## config.mk

```make
export PLATFORM = sky130hd
export DESIGN_NAME = adc_seg_reader
export DESIGN_NICKNAME = d
export VERILOG_FILES = /design/src/rtl/adc_seg_pkg.sv /design/src/rtl/adc_seg_tick.sv /design/src/rtl/adc_seg_ctrl.sv /design/src/rtl/adc_seg_unpack.sv /design/src/rtl/adc_seg_reader.sv
export SDC_FILE = /design/constraint.sdc
export NUM_CORES = 1
export LEC_CHECK = 0
export ABC_AREA = 1
export BUFFER_PORTS_ARGS = -buffer_cell sky130_fd_sc_hd__buf_4
export CELL_PAD_IN_SITES_DETAIL_PLACEMENT = 1
export CELL_PAD_IN_SITES_GLOBAL_PLACEMENT = 1
export CORE_MARGIN = 1.5
export CORE_UTILIZATION = 44
export DETAILED_ROUTE_END_ITERATION = 10
export PLACE_DENSITY_LB_ADDON = 0.1
export SYNTH_ARGS = -nofsm -noshare
export SYNTH_HDL_FRONTEND = slang
export SYNTH_SLANG_ARGS = --single-unit
```

## constraint.sdc

```tcl
create_clock -name clk -period 2.4 [get_ports clk]
set_input_delay 0.48 -clock clk [delete_from_list [all_inputs] [get_ports clk]]
set_output_delay 0.48 -clock clk [all_outputs]
set_load 0.05 [all_outputs]
```

## src/rtl/adc_seg_pkg.sv

```systemverilog
package adc_seg_pkg;
  typedef enum logic [1:0] {
    SEQ_IDLE  = 2'd0,
    SEQ_LEAD  = 2'd1,
    SEQ_RUN   = 2'd2,
    SEQ_TRAIL = 2'd3
  } seq_state_e;
endpackage

```

## src/rtl/adc_seg_tick.sv

```systemverilog
module adc_seg_tick #(
  parameter int DIV_W = 8
) (
  input  logic             clk,
  input  logic             rst_n,
  input  logic             restart_i,
  input  logic             run_i,
  input  logic [DIV_W-1:0] div_i,
  output logic             tick_o
);
  logic [DIV_W-1:0] half_q, half_d;
  logic [DIV_W-1:0] cnt_q, cnt_d;
  logic [DIV_W-1:0] div_eff;

  assign div_eff = (div_i == '0) ? DIV_W'(1) : div_i;
  assign tick_o  = run_i && (cnt_q == '0);

  always_comb begin
    half_d = half_q;
    cnt_d  = cnt_q;
    if (restart_i) begin
      half_d = div_eff;
      cnt_d  = div_eff - DIV_W'(1);
    end else if (run_i) begin
      cnt_d = (cnt_q == '0) ? (half_q - DIV_W'(1)) : (cnt_q - DIV_W'(1));
    end
  end

  always_ff @(posedge clk or negedge rst_n) begin
    if (!rst_n) begin
      half_q <= DIV_W'(1);
      cnt_q  <= '0;
    end else begin
      half_q <= half_d;
      cnt_q  <= cnt_d;
    end
  end
endmodule

```

## src/rtl/adc_seg_ctrl.sv

```systemverilog
module adc_seg_ctrl
  import adc_seg_pkg::*;
#(
  parameter int FRAME_BITS = 16
) (
  input  logic clk,
  input  logic rst_n,
  input  logic start_i,
  input  logic cpol_i,
  input  logic tick_i,
  output logic busy_o,
  output logic restart_o,
  output logic cs_n_o,
  output logic sclk_o,
  output logic sample_o,
  output logic finish_o
);
  localparam int TOG_N = 2 * FRAME_BITS;
  localparam int TOG_W = $clog2(TOG_N + 1);

  seq_state_e       st_q, st_d;
  logic             cs_q, cs_d;
  logic             sclk_q, sclk_d;
  logic [TOG_W-1:0] tog_q, tog_d;

  assign busy_o = (st_q != SEQ_IDLE);
  assign cs_n_o = cs_q;
  assign sclk_o = sclk_q;

  always_comb begin
    st_d      = st_q;
    cs_d      = cs_q;
    sclk_d    = sclk_q;
    tog_d     = tog_q;
    restart_o = 1'b0;
    sample_o  = 1'b0;
    finish_o  = 1'b0;
    unique case (st_q)
      SEQ_IDLE: begin
        sclk_d = cpol_i;
        if (start_i) begin
          st_d      = SEQ_LEAD;
          cs_d      = 1'b0;
          restart_o = 1'b1;
        end
      end
      SEQ_LEAD: begin
        if (tick_i) begin
          sclk_d   = ~sclk_q;
          sample_o = ~sclk_q;
          tog_d    = TOG_W'(1);
          st_d     = SEQ_RUN;
        end
      end
      SEQ_RUN: begin
        if (tick_i) begin
          sclk_d   = ~sclk_q;
          sample_o = ~sclk_q;
          tog_d    = tog_q + TOG_W'(1);
          if (tog_q == TOG_W'(TOG_N - 1)) st_d = SEQ_TRAIL;
        end
      end
      SEQ_TRAIL: begin
        if (tick_i) begin
          cs_d     = 1'b1;
          finish_o = 1'b1;
          st_d     = SEQ_IDLE;
        end
      end
      default: st_d = SEQ_IDLE;
    endcase
  end

  always_ff @(posedge clk or negedge rst_n) begin
    if (!rst_n) begin
      st_q   <= SEQ_IDLE;
      cs_q   <= 1'b1;
      sclk_q <= 1'b0;
      tog_q  <= '0;
    end else begin
      st_q   <= st_d;
      cs_q   <= cs_d;
      sclk_q <= sclk_d;
      tog_q  <= tog_d;
    end
  end
endmodule

```

## src/rtl/adc_seg_unpack.sv

```systemverilog
module adc_seg_unpack #(
  parameter int RES_W = 12
) (
  input  logic             clk,
  input  logic             rst_n,
  input  logic             sample_i,
  input  logic             bit_i,
  input  logic             commit_i,
  output logic [RES_W-1:0] result_o,
  output logic             err_o,
  output logic             done_o
);
  // Window keeps null bit, data bits and trailing repeat; junk bits fall out the top.
  localparam int KEEP_W   = RES_W + 2;
  localparam int NULL_POS = RES_W + 1;
  localparam int REP_POS  = 0;
  localparam int B1_POS   = 2;

  logic [KEEP_W-1:0] sh_q, sh_d;
  logic [RES_W-1:0]  res_q, res_d;
  logic              err_q, err_d;
  logic              done_q;

  always_comb begin
    sh_d  = sh_q;
    res_d = res_q;
    err_d = err_q;
    if (sample_i) sh_d = {sh_q[KEEP_W-2:0], bit_i};
    if (commit_i) begin
      res_d = sh_q[RES_W:1];
      err_d = sh_q[NULL_POS] | (sh_q[REP_POS] ^ sh_q[B1_POS]);
    end
  end

  always_ff @(posedge clk or negedge rst_n) begin
    if (!rst_n) begin
      sh_q   <= '0;
      res_q  <= '0;
      err_q  <= 1'b0;
      done_q <= 1'b0;
    end else begin
      sh_q   <= sh_d;
      res_q  <= res_d;
      err_q  <= err_d;
      done_q <= commit_i;
    end
  end

  assign result_o = res_q;
  assign err_o    = err_q;
  assign done_o   = done_q;
endmodule

```

## src/rtl/adc_seg_reader.sv

```systemverilog
module adc_seg_reader #(
  parameter int DIV_W    = 8,
  parameter int SEG_BITS = 8,
  parameter int NUM_SEGS = 2,
  parameter int RES_W    = 12
) (
  input  logic             clk,
  input  logic             rst_n,
  input  logic             start_i,
  input  logic [DIV_W-1:0] div_i,
  input  logic             cpol_i,
  output logic             cs_n_o,
  output logic             sclk_o,
  input  logic             miso_i,
  output logic [RES_W-1:0] result_o,
  output logic             done_o,
  output logic             frame_err_o
);
  localparam int FRAME_BITS = SEG_BITS * NUM_SEGS;

  logic busy, restart, tick, sample, finish;

  adc_seg_tick #(.DIV_W(DIV_W)) tick_i (
    .clk       (clk),
    .rst_n     (rst_n),
    .restart_i (restart),
    .run_i     (busy),
    .div_i     (div_i),
    .tick_o    (tick)
  );

  adc_seg_ctrl #(.FRAME_BITS(FRAME_BITS)) ctrl_i (
    .clk       (clk),
    .rst_n     (rst_n),
    .start_i   (start_i),
    .cpol_i    (cpol_i),
    .tick_i    (tick),
    .busy_o    (busy),
    .restart_o (restart),
    .cs_n_o    (cs_n_o),
    .sclk_o    (sclk_o),
    .sample_o  (sample),
    .finish_o  (finish)
  );

  adc_seg_unpack #(.RES_W(RES_W)) unpack_i (
    .clk      (clk),
    .rst_n    (rst_n),
    .sample_i (sample),
    .bit_i    (miso_i),
    .commit_i (finish),
    .result_o (result_o),
    .err_o    (frame_err_o),
    .done_o   (done_o)
  );
endmodule

```

==> reports/summary.txt, run 1 <==
Hold_buf cts = 0
Layout cell share with drive strength beyond 1 = 17.1%
Measured slew at the worst slew-check pin = 708 ps
Post-route ant nets = 0
Max Cap Viol = 0
Pre-CTS setup slack = 224 ps
Share of the synthesized area in the top cell type = 49.1%
Die width = 80.6 um
Clock Pin Slew Worst Setup and Hold Paths = 90 ps
Setup CP Type = reg2reg
Max Clk Rate = 469 MHz
Worst Path Required = 2600 ps
Status = finished, final reports clean
I/O Pins = 29
DRT iter0 DRCs = 68
Via density = 4.84
Final Hold Violating Endpoints = 0
Syn_area_per_cell = 8.41 um2
DR vias = 2033
Synth warn = 0
Final net count = 365
Synthesized net count = 335
Layout area overhead = 13.5%
CP Launch Type = register
Seq/Total Area, Yosys = 51.1%
H-tree levels = 2
RSZ-0062 raised after global routing = false
Setup WS post-layout = 268 ps
Vias in the first global route = 2102
CP arrival = 2330 ps
Hold Path Class = in2async
Drc violations = 0
Starting Density = 45.3%
CP Capture Type = register
Total CTS buffers = 5
Synthesized area = 2650 um2
Synth async-reset ratio = 100%
Min cycle time layout = 2130 ps
Maximum fanout along the worst path = 25
Setup_tns = 0 ps
Gate Count Post-Synth = 315
Die area = 6490 um2
Worst skew pair latency = 310 ps
Power Dens Cells = 1040 nW/um2
DRT Pass-1 Iters = 4
Endpoints failing setup = 0
Core ar. = 5850 um2
Detailed Place HPWL = 4180 um
Port bufs = 28
GRT overflow = 0
EDFF count, synth = 0
Largest net degree at the start of global routing = 55
Tcrit/Tclk final = 88.8%
Clk sink count = 54
Final count of pins violating max slew = 0
Antenna cells = 0
Number of synthesized register bits = 54
First-pass GRT wire length = 9760 um
Worst IR Drop VDD = 0.529 mV
Number of cell rows = 28
GRT Total Usage = 19.7%
Relative slew margins = 52.8%
Lkg Pwr = 1.48 nW
R2R depth = 12
Area leader, netlist = dfrtp_1
Distinct cells, synth = 33
Routed WL per cell = 13.4 um
Initial antenna violation count = 0
CTS tree = built
Synth top area cells = dfrtp_1, nand2_1, o21ai_0
Reg2Reg Setup Slack = 270 ps
Most used flip-flop cell after synthesis = dfrtp_1
Routed wire length = 5610 um
Die Ht = 80.6 um
Clock Skew = 6.57 ps
Final Wtd Congestion = 0.803
Longest Clk Path Bufs = 2
Root Driver = clkbuf_8
## layout by cell type (no fill, tap or decap), types with 5 or more instances in the layout
master and instances:
a21oi_1 10, ha_1 7, nand2_1 81, dfrtp_1 52
inv_1 40, nor2_1 22, nand2_4 5, buf_4 29
o21ai_0 38, clkbuf_8 5, nand3_1 11, o21ai_1 9
## sequential cells by signal, indices dropped and copies added (netlist names)
name and flops:
ctrl_i.st_q 2, ctrl_i.sclk_o 1, unpack_i.done_o 1, unpack_i.err_o 1
ctrl_i.cs_n_o 1, tick_i.cnt_q 8, unpack_i.sh_q 14, tick_i.half_q 8
unpack_i.result_o 12, ctrl_i.tog_q 6
## stage by stage
step | total power (W) | instance area, um2 | cells | hold slack [ps] | util (%)
after floorplan | 0.00230 | 2650 | 315 | 184 | -
after global placement | 0.00261 | 2920 | 413 | 465 | 49.9
after detailed placement | 0.00266 | 2920 | 413 | 473 | 49.9
after CTS | 0.00318 | 3000 | 420 | 225 | 51.3
after global routing | 0.00342 | 3010 | 420 | 253 | 51.4
final | 0.00312 | 3010 | 420 | 212 | 51.4
## cell usage after synthesis (2+ instances only)
master and count:
nand3_1 11, o21ai_0 38, ha_1 7, inv_2 3, nor2_1 22, a31oi_1 2, nor2_4 3, dfstp_2 2
nand2_4 5, dfrtp_1 52, nand2_1 81, inv_1 40, o21bai_1 2, buf_2 3, nand2_2 3, nor3_1 3
xor2_1 2, nor2_2 3, o21ai_1 9, buf_6 2, a21oi_1 10
## metal layers
metal,global-route usage (%),vias to the layer above,wire length (um)
met4,4.66,0,51
met3,5.45,5,214
li1,-,1055,-
met5,0,-,0
met2,32.4,22,2640
met1,25.6,951,2700
## cell families after synthesis
group | Yosys count | synth area share [%]
simple gates | 136 | 23.8
compound gates | 64 | 12.7
flops | 54 | 51.1
xor+xnor | 3 | 0.992
buf+inv | 51 | 8.08
fa+ha+maj | 7 | 3.31
## critical path: stages, from the launching register on
cell	delay, ps
dfrtp_1	410
inv_1	130
ha_1	230
nand2_4	110
inv_6	160
nor2_1	60
a21oi_1	140
nand2_1	120
inv_1	120
ha_1	270
nand4_1	120
nand3_1	100
nand2_1	50
## timing repair
item                                    CTS  global route
buffers inserted                          0             0
gates resized for setup                   0             1
endpoints found under the setup margin    0             1
hold endpoints to repair                  0             0
## report_power, final
group          internal, W  switching, W  total [W]
combinational     0.000456      0.000930    0.00139
clock             0.000200      0.000300   0.000500
sequential         0.00112      0.000120    0.00124
total              0.00177       0.00135    0.00312
## final timing paths
kind	startpoint	end
max in group asynchronous	rst_n	ctrl_i.tog_q[0]
min in group clk	div_i[2]	tick_i.half_q[2]
min reg2reg	unpack_i.sh_q[7]	unpack_i.sh_q[7]
min	rst_n	unpack_i.sh_q[9]
max reg2reg	ctrl_i.st_q[0]	tick_i.cnt_q[6]
max	ctrl_i.st_q[0]	tick_i.cnt_q[6]
## final cells by class
type / count / area, um2
clock buffers: 5 / 68.8
clock inverters: 2 / 15.0
fillers: 726 / 2850
inverters: 45 / 175
multi-input cells: 210 / 1080
flip-flops and latches: 54 / 1350
well taps: 75 / 93.8
repair buffers: 29 / 218
Note: power is estimated with default switching activity, not from simulation.
==> run 2: changes to the inputs <==
--- a/config.mk
+++ b/config.mk
@@ -13,6 +13,7 @@
 export CORE_UTILIZATION = 44
 export DETAILED_ROUTE_END_ITERATION = 10
 export PLACE_DENSITY_LB_ADDON = 0.1
+export REMOVE_ABC_BUFFERS = 1
 export SYNTH_ARGS = -nofsm -noshare
 export SYNTH_HDL_FRONTEND = slang
 export SYNTH_SLANG_ARGS = --single-unit
==> run 2 against run 1 <==
Effect of this change:
- first-iteration DRC count decreased by 18%
- critical endpoint unchanged
- critical path type unchanged
- hold slack got worse by 12 ps
- final area increased by 0.67%
- utilization increased by 0.34 points
==> reports/summary.txt, run 2 (same netlist as run 1, synthesis figures left out) <==
DRT Pass-1 Iters = 4
R2R Path End = tick_i.cnt_q[6]
Die width = 80.6 um
CP Capture Type = register
Lkg Pwr = 1.50 nW
Worst Path Required = 2660 ps
Max Cap Viol = 0
RSZ-0062 raised after global routing = false
Core ar. = 5850 um2
Final Wtd Congestion = 0.794
Post-route ant nets = 0
Final Hold Violating Endpoints = 0
Clk sink count = 54
Initial antenna violation count = 0
Commonest non-fill, non-tap cell in the layout = nand2_1
Routed WL per cell = 14.0 um
Largest net degree at the start of global routing = 55
Root Driver = clkbuf_8
Hold Path Class = in2async
Setup CP Type = reg2reg
Routed wire length = 5910 um
Layout cell share with drive strength beyond 1 = 17.9%
Number of cell rows = 28
GRT overflow = 0
Final net count = 365
Worst skew pair latency = 310 ps
H-tree levels = 2
Clock Skew = 7.96 ps
Pre-CTS setup slack = 226 ps
I/O Pins = 29
Post-CTS resize count = 0
Post-CTS Setup Repair Bufs = 0
Die area = 6490 um2
First-pass GRT wire length = 10400 um
Top reg by flops = unpack_i.sh_q
Layout area overhead = 14.2%
Tcrit/Tclk final = 89.8%
Antenna cells = 0
DR vias = 2089
CP Launch Type = register
Port bufs = 28
CP arrival = 2410 ps
DRT iter0 DRCs = 56
Largest register FFs = 14
Status = finished, final reports clean
Longest Clk Path Bufs = 2
Worst R2R Start = ctrl_i.st_q[0]
Setup WS post-layout = 246 ps
Drc violations = 0
Clock Pin Slew Worst Setup and Hold Paths = 100 ps
Fillers = 731
Vias in the first global route = 2236
Total CTS buffers = 5
Via density = 4.96
Endpoints failing setup = 0
CTS tree = built
GRT Total Usage = 21.0%
Final count of pins violating max slew = 0
Commonest non-fill, non-tap cells in the layout = nand2_1, dfrtp_1, inv_1
Maximum fanout along the worst path = 25
Hold_buf cts = 0
R2R depth = 13
Critical Path Sink = tick_i.cnt_q[6]
Measured slew at the worst slew-check pin = 694 ps
Reg2Reg Setup Slack = 250 ps
Starting Density = 45.3%
Min cycle time layout = 2150 ps
Worst IR Drop VDD = 0.610 mV
Crit path from = ctrl_i.st_q[0]
Setup_tns = 0 ps
Max Clk Rate = 464 MHz
Detailed Place HPWL = 4220 um
Die Ht = 80.6 um
Relative slew margins = 53.7%
Power Dens Cells = 1070 nW/um2
[run 2: stage by stage]
| step | instance area [um2] | hold slack (ps) | power [W] | instances | utilization, % |
|---|---|---|---|---|---|
| after floorplan | 2610 | 184 | 0.00229 | 309 | - |
| after global placement | 2920 | 469 | 0.00261 | 413 | 49.9 |
| after detailed placement | 2920 | 477 | 0.00266 | 413 | 49.9 |
| after CTS | 3020 | 228 | 0.00324 | 421 | 51.6 |
| after global routing | 3030 | 252 | 0.00350 | 421 | 51.7 |
| final | 3030 | 201 | 0.00323 | 421 | 51.7 |
[run 2: cell type report]
class | count | area (um2) | share of cell area, %
repair buffers | 29 | 218 | 7.20
clock inverters | 2 | 17.5 | 0.579
inverters | 45 | 173 | 5.71
multi-input cells | 210 | 1090 | 35.9
clock buffers | 6 | 82.6 | 2.73
flip-flops and latches | 54 | 1350 | 44.7
well taps | 75 | 93.8 | 3.10
[run 2: layer usage]
layer / GRT usage, % / up-vias / share of wire [%]
met4: 6.55 / 0 / 1.9
met1: 26.6 / 997 / 46
met3: 3.98 / 11 / 2.9
met2: 35.9 / 27 / 49
met5: 0 / - / 0
li1: - / 1054 / -
[run 2: power breakdown]
group | switching [W] | total [W] | internal (W)
sequential | 0.000124 | 0.00124 | 0.00112
combinational | 0.000966 | 0.00143 | 0.000464
clock | 0.000319 | 0.000557 | 0.000238
[run 2: worst min path at each step]
stage / start / endpoint / depth (start not counted) / slack (ps)
after floorplan: rst_n / ctrl_i.sclk_o / 0 / 180
after detailed placement: unpack_i.sh_q[8] / unpack_i.sh_q[8] / 2 / 480
after global routing: rst_n / unpack_i.result_o[8] / 1 / 250
after CTS: rst_n / tick_i.half_q[3] / 1 / 230
after global placement: unpack_i.result_o[6] / unpack_i.result_o[6] / 2 / 470
final: rst_n / unpack_i.result_o[8] / 1 / 200
[run 2: worst max-delay path: stages, from the launching register on]
cell and delay (ps):
dfrtp_1 430, inv_1 130, ha_1 230, nand2_4 110, inv_4 190, nor2_1 60, a21oi_1 140, nand2_1 120
inv_1 120, ha_2 240, nand3_1 90, nand2_1 70, nand3_1 80, nand2_1 70
==> run 3: changes to the inputs <==
--- a/config.mk
+++ b/config.mk
@@ -9,6 +9,7 @@
 export BUFFER_PORTS_ARGS = -buffer_cell sky130_fd_sc_hd__buf_4
 export CELL_PAD_IN_SITES_DETAIL_PLACEMENT = 1
 export CELL_PAD_IN_SITES_GLOBAL_PLACEMENT = 1
+export CORE_ASPECT_RATIO = 1.5
 export CORE_MARGIN = 1.5
 export CORE_UTILIZATION = 44
 export DETAILED_ROUTE_END_ITERATION = 10
==> run 3 against run 2 <==
Effect of this change:
- routed wire length down 1.0%
- clock power up 31%
- hold slack better by 5.6 ps
- setup slack better by 14 ps
- clock skew down 2.4 ps
- critical endpoint unchanged
==> reports/summary.txt, run 3 (same netlist as run 1, synthesis figures left out) <==
Max Clk Rate = 467 MHz
Drc violations = 0
Largest net degree at the start of global routing = 55
CP Capture Type = register
Design Area, Final = 3060 um2
Pre-CTS setup slack = 173 ps
Root Driver = clkbuf_8
Layout area overhead = 15.4%
DRT iter0 DRCs = 108
Status = finished, final reports clean
Vias in the first global route = 2210
Starting Density = 45.8%
Worst R2R Start = ctrl_i.st_q[0]
Crit path cell chain = inv_1 > ha_1 > nand2_4 > inv_6 > nor2_1 > a21oi_1 > nand2_1 > inv_1 > ha_2 > nand4_1 > nand3_1 > nand2_1
Setup_tns = 0 ps
Commonest non-fill, non-tap cells in the layout = nand2_1, dfrtp_1, inv_1
Tcrit/Tclk final = 89.2%
Lkg Pwr = 1.51 nW
Buf/Inv on CP = 3
Endpoints failing setup = 0
Via density = 5.07
Final Wtd Congestion = 0.911
Die width = 66.4 um
Hold Path Class = in2async
Worst Path Required = 2610 ps
Final Hold Violating Endpoints = 0
Setup WS post-layout = 260 ps
Min cycle time layout = 2140 ps
Crit path from = ctrl_i.st_q[0]
Longest Clk Path Bufs = 2
Die area = 6500 um2
GRT overflow = 0
H-tree levels = 2
Largest register FFs = 14
Routed WL per cell = 14.0 um
Max Cap Viol = 0
Slowest cell delay on critical path = 420 ps
Maximum fanout along the worst path = 25
CTS tree = built
GRT Total Usage = 20.6%
Power Dens Cells = 1110 nW/um2
Relative slew margins = 54.6%
CP delay by family, top = simple AND/OR/NAND/NOR gates
Die Ht = 98.0 um
Levels on crit path = 12
CP max stage cell = dfrtp_1
Inst Count DP = 410
Commonest non-fill, non-tap cell in the layout = nand2_1
Detailed Place HPWL = 4430 um
Port bufs = 28
Clock Skew = 5.60 ps
Antenna cells = 0
R2R depth = 12
Final count of pins violating max slew = 0
Layout cell share with drive strength beyond 1 = 17.6%
Total CTS buffers = 5
DR vias = 2119
First-pass GRT wire length = 10300 um
Measured slew at the worst slew-check pin = 681 ps
RSZ-0062 raised after global routing = false
I/O Pins = 29
Top reg by flops = unpack_i.sh_q
DRT Pass-1 Iters = 4
Worst IR Drop VDD = 0.507 mV
CP arrival = 2350 ps
Cell Count, Final, Fillers Out = 418
Placed Area = 2920 um2
Initial antenna violation count = 0
Core ar. = 5790 um2
Final net count = 365
Number of cell rows = 34
Worst skew pair latency = 310 ps
Clock Pin Slew Worst Setup and Hold Paths = 100 ps
Clk sink count = 54
Post-route ant nets = 0
Setup CP Type = reg2reg
Final Power = 0.00338 W
Routed wire length = 5850 um
CP Launch Type = register
Hold_buf cts = 0
run 3: final timing paths:
| kind | end | slack (ps) |
|---|---|---|
| worst max-delay path | tick_i.cnt_q[6] | 260 |
| worst min-delay path | unpack_i.result_o[7] | 210 |
| worst max register to register | tick_i.cnt_q[6] | 260 |
| worst min register to register | unpack_i.result_o[4] | 490 |
| max in group asynchronous | unpack_i.sh_q[13] | 1750 |
| min in group clk | tick_i.half_q[3] | 410 |
run 3: cell type report:
| class | instances | area, um2 |
|---|---|---|
| clock buffer | 5 | 68.8 |
| sequential | 54 | 1350 |
| multi-input combinational | 210 | 1080 |
| tap | 72 | 90.1 |
| fill | 730 | 2730 |
| inverter | 45 | 175 |
| clock inverter | 3 | 68.8 |
| timing repair buffer | 29 | 218 |
run 3: what timing repair did:
action                                  CTS  global route
setup buffers                             0             0
endpoints found under the setup margin    0             3
gates resized for setup                   0             2
run 3: power by group:
part,internal [W],switching (W)
Combinational,0.000455,0.000958
Clock,0.000418,0.000313
Sequential,0.00112,0.000120
run 3: through the flow:
| stage | hold slack, ps | utilization (%) |
|---|---|---|
| 6_report | 207 | 52.9 |
| 5_1_grt | 252 | 52.9 |
| 4_1_cts | 227 | 52.8 |
| 3_5_place_dp | 474 | 50.4 |
| 3_3_place_gp | 467 | 50.4 |
| 2_1_floorplan | 184 | - |
run 3: worst reg2reg max path, stage by stage, from the launching register on:
cell	delay, ps
dfrtp_1	420
inv_1	130
ha_1	230
nand2_4	110
inv_6	150
nor2_1	70
a21oi_1	140
nand2_1	120
inv_1	140
ha_2	250
nand4_1	110
nand3_1	120
nand2_1	60
run 3: metal layers:
layer	up-vias	track usage, %	share of wire (%)
li1	1053	-	-
met3	11	3.46	3.3
met1	1024	24.9	41
met4	0	7.38	2.4
met2	31	35.9	53
met5	-	0	0
